File: src/rtl/trap_pkg.sv
package trap_pkg;
    typedef enum logic [1:0] {
        ST_IDLE = 2'd0,
        ST_UP   = 2'd1,
        ST_TOP  = 2'd2,
        ST_DOWN = 2'd3
    } ramp_st_e;

    // control word single-bit positions
    localparam int CB_EN   = 0;
    localparam int CB_INV  = 2;
    localparam int CB_ONES = 3;
    localparam int CB_GATE = 4;
    localparam int CB_RAMP = 5;
    localparam int CB_TOP0 = 8;
endpackage

File: src/rtl/trap_trig_sync.sv
module trap_trig_sync #(
    parameter int STAGES = 2
) (
    input  logic clk,
    input  logic rst_n,
    input  logic trig_async,
    output logic trig_lvl,
    output logic trig_rise
);
    typedef struct packed {
        logic [STAGES-1:0] sh;
        logic              prev;
    } sync_s;

    sync_s s_q, s_d;

    always_comb begin
        s_d      = s_q;
        s_d.sh   = {s_q.sh[STAGES-2:0], trig_async};
        s_d.prev = s_q.sh[STAGES-1];
    end

    always_ff @(posedge clk or negedge rst_n) begin
        if (!rst_n) s_q <= '0;
        else        s_q <= s_d;
    end

    assign trig_lvl  = s_q.sh[STAGES-1];
    assign trig_rise = s_q.sh[STAGES-1] & ~s_q.prev;
endmodule

File: src/rtl/trap_ramp_engine.sv
module trap_ramp_engine #(
    parameter int DW = 16,
    parameter int RW = 8
) (
    input  logic                 clk,
    input  logic                 rst_n,
    input  logic signed [DW-1:0] amp,
    input  logic signed [DW-1:0] base,
    input  logic                 gate_en,
    input  logic                 ramp_en,
    input  logic [RW-1:0]        up_step,
    input  logic [RW-1:0]        dn_step,
    input  logic [RW-1:0]        top_len,
    input  logic                 trig_lvl,
    input  logic                 trig_rise,
    output trap_pkg::ramp_st_e   state,
    output logic signed [DW-1:0] level
);
    import trap_pkg::*;

    localparam int XW = DW + 2;

    typedef struct packed {
        ramp_st_e             st;
        logic signed [DW-1:0] lvl;
        logic [RW-1:0]        cnt;
    } eng_s;

    eng_s r_q, r_d;
    logic signed [DW-1:0] nxt;

    function automatic logic signed [DW-1:0] step_to(
        input logic signed [DW-1:0] cur,
        input logic signed [DW-1:0] tgt,
        input logic [RW-1:0]        rate
    );
        logic signed [XW-1:0] c, t, r, s;
        c = $signed({{2{cur[DW-1]}}, cur});
        t = $signed({{2{tgt[DW-1]}}, tgt});
        r = $signed({{(XW-RW){1'b0}}, rate});
        if (rate == '0) return tgt;
        if (c < t) begin
            s = c + r;
            return (s >= t) ? tgt : $signed(s[DW-1:0]);
        end
        if (c > t) begin
            s = c - r;
            return (s <= t) ? tgt : $signed(s[DW-1:0]);
        end
        return tgt;
    endfunction

    always_comb begin
        r_d = r_q;
        nxt = base;
        if (!gate_en) begin
            r_d.st  = ST_IDLE;
            r_d.lvl = amp;
            r_d.cnt = '0;
        end else if (!ramp_en) begin
            r_d.st  = ST_IDLE;
            r_d.lvl = trig_lvl ? amp : base;
            r_d.cnt = '0;
        end else begin
            unique case (r_q.st)
                ST_IDLE: begin
                    if (trig_rise) begin
                        nxt     = step_to(base, amp, up_step);
                        r_d.lvl = nxt;
                        if (nxt == amp) begin
                            r_d.st  = ST_TOP;
                            r_d.cnt = top_len;
                        end else begin
                            r_d.st = ST_UP;
                        end
                    end else begin
                        r_d.lvl = base;
                    end
                end
                ST_UP: begin
                    nxt     = step_to(r_q.lvl, amp, up_step);
                    r_d.lvl = nxt;
                    if (nxt == amp) begin
                        r_d.st  = ST_TOP;
                        r_d.cnt = top_len;
                    end
                end
                ST_TOP: begin
                    if (r_q.cnt == '0) begin
                        nxt     = step_to(amp, base, dn_step);
                        r_d.lvl = nxt;
                        r_d.st  = (nxt == base) ? ST_IDLE : ST_DOWN;
                    end else begin
                        r_d.lvl = amp;
                        r_d.cnt = r_q.cnt - 1'b1;
                    end
                end
                default: begin
                    nxt     = step_to(r_q.lvl, base, dn_step);
                    r_d.lvl = nxt;
                    if (nxt == base) r_d.st = ST_IDLE;
                end
            endcase
        end
    end

    always_ff @(posedge clk or negedge rst_n) begin
        if (!rst_n) begin
            r_q.st  <= ST_IDLE;
            r_q.lvl <= '0;
            r_q.cnt <= '0;
        end else begin
            r_q <= r_d;
        end
    end

    assign state = r_q.st;
    assign level = r_q.lvl;
endmodule

File: src/rtl/trap_out_fmt.sv
module trap_out_fmt #(
    parameter int DW = 16
) (
    input  logic                 clk,
    input  logic                 rst_n,
    input  logic signed [DW-1:0] level,
    input  logic                 out_en,
    input  logic                 invert,
    input  logic                 ones_fmt,
    output logic [DW-1:0]        code,
    output logic                 pwrdn
);
    typedef struct packed {
        logic [DW-1:0] code;
        logic          pd;
    } out_s;

    out_s o_q, o_d;
    logic [DW-1:0] conv;

    always_comb begin
        conv = (ones_fmt && level[DW-1]) ? DW'(level - 1'b1) : level;
        o_d.code = out_en ? (conv ^ {DW{invert}}) : '0;
        o_d.pd   = ~out_en;
    end

    always_ff @(posedge clk or negedge rst_n) begin
        if (!rst_n) begin
            o_q.code <= '0;
            o_q.pd   <= 1'b1;
        end else begin
            o_q <= o_d;
        end
    end

    assign code  = o_q.code;
    assign pwrdn = o_q.pd;
endmodule

File: src/rtl/trap_dac_gen.sv
module trap_dac_gen #(
    parameter  int DW          = 16,
    parameter  int RW          = 8,
    parameter  int SYNC_STAGES = 2,
    localparam int CW          = trap_pkg::CB_TOP0 + 3 * RW
) (
    input  logic            clk,
    input  logic            rst_n,
    input  logic [2*DW-1:0] data_word,
    input  logic [CW-1:0]   ctrl_word,
    input  logic            trig_in,
    output logic [DW-1:0]   dac_code,
    output logic            dac_pwrdn
);
    import trap_pkg::*;

    localparam int DN0 = CB_TOP0 + RW;
    localparam int UP0 = CB_TOP0 + 2 * RW;

    logic                 trig_lvl;
    logic                 trig_rise;
    ramp_st_e             eng_state;
    logic signed [DW-1:0] eng_lvl;

    trap_trig_sync #(.STAGES(SYNC_STAGES)) u_sync (
        .clk       (clk),
        .rst_n     (rst_n),
        .trig_async(trig_in),
        .trig_lvl  (trig_lvl),
        .trig_rise (trig_rise)
    );

    trap_ramp_engine #(.DW(DW), .RW(RW)) u_eng (
        .clk      (clk),
        .rst_n    (rst_n),
        .amp      ($signed(data_word[DW-1:0])),
        .base     ($signed(data_word[2*DW-1:DW])),
        .gate_en  (ctrl_word[CB_GATE]),
        .ramp_en  (ctrl_word[CB_RAMP]),
        .up_step  (ctrl_word[UP0 +: RW]),
        .dn_step  (ctrl_word[DN0 +: RW]),
        .top_len  (ctrl_word[CB_TOP0 +: RW]),
        .trig_lvl (trig_lvl),
        .trig_rise(trig_rise),
        .state    (eng_state),
        .level    (eng_lvl)
    );

    trap_out_fmt #(.DW(DW)) u_fmt (
        .clk     (clk),
        .rst_n   (rst_n),
        .level   (eng_lvl),
        .out_en  (ctrl_word[CB_EN]),
        .invert  (ctrl_word[CB_INV]),
        .ones_fmt(ctrl_word[CB_ONES]),
        .code    (dac_code),
        .pwrdn   (dac_pwrdn)
    );
endmodule

File: config.mk
export PLATFORM = sky130hd
export DESIGN_NAME = trap_dac_gen
export DESIGN_NICKNAME = d
export VERILOG_FILES = /design/src/rtl/trap_pkg.sv /design/src/rtl/trap_trig_sync.sv /design/src/rtl/trap_ramp_engine.sv /design/src/rtl/trap_out_fmt.sv /design/src/rtl/trap_dac_gen.sv
export SDC_FILE = /design/constraint.sdc
export NUM_CORES = 1
export LEC_CHECK = 0
export ABC_AREA = 1
export BUFFER_PORTS_ARGS = -buffer_cell sky130_fd_sc_hd__buf_2
export CORE_ASPECT_RATIO = 0.8
export CORE_MARGIN = 8
export CORE_UTILIZATION = 50
export CTS_CLUSTER_DIAMETER = 200
export DETAILED_ROUTE_END_ITERATION = 8
export HOLD_SLACK_MARGIN = 0.15
export PLACE_DENSITY = 0.67
export SYNTH_ARGS = -nofsm -noshare
export SYNTH_HDL_FRONTEND = slang
export SYNTH_SLANG_ARGS = --single-unit
File: constraint.sdc
create_clock -name clk -period 8.8 [get_ports clk]
set_input_delay 2.2 -clock clk [delete_from_list [all_inputs] [get_ports clk]]
set_output_delay 2.2 -clock clk [all_outputs]
set_load 0.03 [all_outputs]
-- Word level (Yosys, flattened, before mapping)
Cells that the tools add are included.
- register bits: 46
- input bits: 67
- output and inout port bits: 17
- add/subtract/negate cells: 10
- $lt $le $gt $ge: 16
- eq/ne operators: 13
- multiplexer cells: 127
- bitwise gates (word level): 4
- reduce and logical (&&, ||, !) cells: 8
- operators with widths (kind ; count):
    $mux W16 ; 49
    $add A16 B9 Y17 ; 4
    $ge A17 B16 Y1 ; 4
    $le A17 B16 Y1 ; 4
    $sub A16 B9 Y17 ; 4
    $eq A16 B16 Y1 ; 4
    $gt A16 B16 Y1 ; 4
    $lt A16 B16 Y1 ; 4
    $mux W1 ; 64
    $pmux W18 S3 ; 1
    $mux W26 ; 2
    $mux W8 ; 4
    $logic_not A8 Y1 ; 3
    $pmux W8 S3 ; 1
    $sub A16 B1 Y16 const B ; 1
    $xor A16 B16 Y16 ; 1
    $mux W2 ; 6
    $ne A4 B3 Y1 const B ; 3
    $ne A4 B4 Y1 const B ; 2
    $sub A8 B1 Y8 const B ; 1
    $ne A6 B2 Y1 const B ; 1
    $ne A5 B2 Y1 const B ; 1
    $reduce_and A5 Y1 ; 1
    $reduce_and A4 Y1 ; 1
    other kinds (7) ; 8

-- Longest topological paths before layout
- word-level depth: 30
- depth in mapped cells: 41
- gate-level depth less buffers: 40

-- By module
A second synthesis with hierarchy kept.
- cell total of the unflattened synthesis: 2977
- area, all modules: 17098.9 um^2
- by module, submodules not included (module ; times used ; cells each ; area an instance (um^2)):
    trap_ramp_engine ; 1 ; 2818 ; 15899.0
    trap_out_fmt ; 1 ; 154 ; 1114.8
    trap_trig_sync ; 1 ; 5 ; 85.1

-- Least setup slack after synthesis
OpenSTA, ideal clock, no wires.
- kind: input to register
- from: input data_word[1]
- to: register u_eng.r_q (netlist bit u_eng.state[1])
- data arrival time: 6.158 ns
- data required time: 8.683 ns
- setup slack: 2.524 ns
- stages: 29
- path through: clkbuf_1 clkinv_1 fa_1 nor3_1 or2_2 nand3_1 a21oi_1 a21oi_1 ha_1 nand4_1 nor2_1 nand4_1 nand3_1 nand2_1 nand2_1 buf_2 nand2_1 nand3_1 nand2_1 nand2_1 nand2_1 a21oi_1 nand2_1 nor2_1 nand2_1 nor2_1 nor2_1 nand3_1 nand2_1
- word-level cells in the longest chain between the ends: 21
- elaborated cells between the ends (all ways): 96
- classes of those cells: 2 x add/sub; 12 x order compare; 4 x eq/ne; 77 x mux; 1 x reduce/logical
- ends and longest elaborated chain (element ; line ; source):
    from (decl) ; trap_dac_gen.sv:9 ; input logic [2*DW-1:0] data_word,
    parallel branches: the longest is 21 deep, another holds $add A16 B9 Y17 ; n/a ;
    to (signal assigned) ; trap_ramp_engine.sv:113 ; r_q <= r_d;
    to (decl) ; trap_ramp_engine.sv:29 ; eng_s r_q, r_d;
Parallel ways; which one is timed is not known. The select of a mux whose other input is x is not followed.
A chain may end at the register's enable or synchronous reset.

==> impl_results.md <==
- Worst Hold Class: register to register
- # nets final: 3194
- Actual slew at the worst max-slew pin: 1.10 ns
- Placed Area: 0.0172 mm2
- Max-Cap Viols: 0
- Gr usage total: 0.338
- Outcome: complete, no violations
- DR WL/cell: 21.0 um
- CP max-delay cell: nand3_1
- N_diodes: 0
- Cts bufs inserted: 5
- Leakage: 0.00932 uW
- Post-CTS setup buffers: 0
- Placed cells: 3296
- Setup Crit Path Kind: input pin to register
- DRC errors left: 0
- Fmax achieved: 0.135 GHz
- Clock buffer depth: 2
- Slew headroom: 0.264
- Total gr overflow: 0
- Post-synth ARST share: 1.00
- Unrepaired setup endpoints after global routing: no
- CP required: 8.96 ns
- Via count normalized by instance count: 6.23
- Setup violators final: 0
- Cell Rows: 60
- Drt total wl: 69.5 mm
- Starting density of the core: 0.503
- CTS resizes: 0
- Layout Cells excl Fill: 3304
- Die height: 180 um
- 1st-iter DRT viols: 2755
- Die width: 220 um
- Post-synth EDFFs: 0
- Max-slew violations: 0
- First drt pass iteration count: 7
- Synth Area per Inst: 5.77 um2
- Largest stage delay, worst path: 0.72 ns
- Clk_lat worst skew: 0.30 ns
- Buf/Inv on CP: 4
- Crit start category: input pin
- First-pass GRT wire length: 106 mm
- # port buffers: 80
- Top_reg_cell synth: dfrtp_1
- Initial antenna violation count: 0
- Area delta synth->final: 4.19%
- HPWL Detailed: 54.6 mm
- Setup TNS Final: 0 ns
- Worst-path maximum fanout: 22
- Die Area: 0.0396 mm2
- Power Density: 137 mW/mm2
- Clock Skews: 0.00590 ns
- Family with the most delay on the worst path: simple AND/OR/NAND/NOR gates
- Vias: 20.6k
- Syn. warnings: 0
- Root buf cell: clkbuf_16
- H-tree levels: 2
- Max VDD drop: 62.1 uV
- Clock-pin slew on the worst setup and hold paths: 0.07 ns
- Placeable Area: 0.0333 mm2
- Final hold vios: 0
- Period utilization: 0.842
- Syn_nets: 3221
- Final Cell Area: 0.0174 mm2
- Register bit count reported by yosys: 46
- Largest net degree at the start of global routing: 115
- Sequential-to-total area share from yosys stat: 0.0690
- Top Ports: 84
- Count of different cell masters after synthesis: 57
- Routability cong.: 1.04
- Hold-fix buffer count after cts: 0
- Vias in the first global route: 18.5k
- Fraction of layout cells with a size suffix above 1: 0.0648
- Most used cell, CP: nand2_1
- Finished Core Util: 0.524
- CP Capture Type: register
- Clock sink count: 46
- Gate Count Post-Synth: 2896
- Min Tclk post-route: 7.41 ns
- Synth Cell Area: 0.0167 mm2
- CTS tree: yes
- Crit path DAT: 7.57 ns
- Post-route ant nets: 0
[per-layer routing]
| metal | track usage | share of wire | wire length [um] |
|---|---|---|---|
| met1 | 0.479 | 0.42 | 29300 |
| met2 | 0.489 | 0.40 | 28100 |
| met3 | 0.0740 | 0.13 | 9050 |
| met4 | 0.131 | 0.043 | 3020 |
| met5 | 0 | 0 | 0 |
[sequential cells by signal, indices dropped and copies added, names as in the netlist]
| register | cells |
|---|---|
| u_fmt.pwrdn | 1 |
| u_fmt.code | 16 |
| u_sync.s_d | 1 |
| u_eng.state | 2 |
| u_sync.s_q | 1 |
| u_sync.trig_lvl | 1 |
| u_eng.r_q | 8 |
| u_eng.level | 16 |
[logic make-up after synthesis]
group,share of synthesized area
xor gates and xnor gates,0.0493
and+or+nand+nor,0.404
DFF,0.0690
buffers and inverters,0.109
adders and majority gates,0.197
AOI/OAI and AO/OA,0.172
[per-stage QoR]
step,hold WS [ns],power [uW],setup slack (ns)
2_1_floorplan,0.331,1610,2.52
3_3_place_gp,0.342,2050,1.34
3_5_place_dp,0.345,2090,1.28
4_1_cts,0.361,2320,1.56
5_1_grt,0.368,2600,0.872
6_report,0.354,2380,1.39
[worst register-to-register path: cells and delay by family, from the launching register on]
kind | cells | cell delay [ns]
and+or+nand+nor | 24 | 2.87
adders and majority gates | 3 | 0.97
buffers and inverters | 4 | 0.69
DFF | 1 | 0.67
AOI/OAI and AO/OA | 2 | 0.38
xor gates and xnor gates | 1 | 0.31
[synth_stat cells (4+ instances only)]
cell,number,share of area
nand2_1,848,0.19
inv_1,283,0.064
nand3_1,251,0.075
ha_1,250,0.19
nor2_1,233,0.052
a21oi_1,165,0.049
o21ai_0,148,0.044
nand4_1,125,0.047
clkbuf_1,87,0.020
xor2_1,81,0.042
o211ai_1,66,0.030
dfrtp_1,45,0.067
buf_2,37,0.011
a31oi_1,32,0.012
nor3_1,30,0.0090
o21ai_1,18,0.0054
inv_2,14,0.0031
nand2_2,14,0.0052
a21o_1,13,0.0058
nand3_2,13,0.0078
xnor2_1,13,0.0068
clkinv_1,12,0.0027
nor4_1,12,0.0045
o2111ai_1,11,0.0058
buf_1,9,0.0020
fa_1,8,0.0096
o21a_1,8,0.0036
o221ai_1,6,0.0031
buf_6,5,0.0034
o22ai_1,5,0.0019
or2_2,5,0.0019
a211oi_1,4,0.0018
a22oi_1,4,0.0018
buf_4,4,0.0018
o21bai_1,4,0.0018
[where the power goes]
group	leakage, uW	switching, uW	internal (uW)	total [uW]
sequential	0.000570	48.6	230	279
combinational	0.00867	1290	591	1880
clock	0.0000836	90.4	133	224
total	0.00932	1430	954	2380
[placed cells by master, fill, tap and decap left out, types with 30 or more instances in the layout]
master,n
dfrtp_1,45
nor3_1,30
o211ai_1,66
inv_1,283
o21ai_0,148
a21oi_1,165
nor2_1,233
buf_2,80
nand2_1,846
nand3_1,251
ha_1,250
nand4_1,125
a31oi_1,32
xor2_1,81
buf_4,31
[worst paths after layout]
| check | startpoint | end | slack (ns) | cells past startpoint |
|---|---|---|---|---|
| setup / recovery | data_word[1] | u_eng.level[15] | 1.39 | 26 |
| hold reg to reg | u_sync.s_d[2] | u_sync.trig_lvl | 0.35 | 0 |
| setup reg to reg | u_eng.level[0] | u_eng.r_q[2] | 2.85 | 34 |
| max in group asynchronous | rst_n | u_eng.level[9] | 6.39 | 2 |
| min in group asynchronous | rst_n | u_fmt.code[14] | 1.99 | 2 |
| hold / removal | u_sync.s_d[2] | u_sync.trig_lvl | 0.35 | 0 |
[area by class of cell]
class	count	area (um2)
clock buffers	5	125
clock inverters	3	40.0
fillers	3578	15800
inverters	309	1160
multi-input cells	2396	13800
flip-flops and latches	46	1150
well taps	434	543
repair buffers	111	633
No activity file was read; power rests on OpenSTA's default activity.
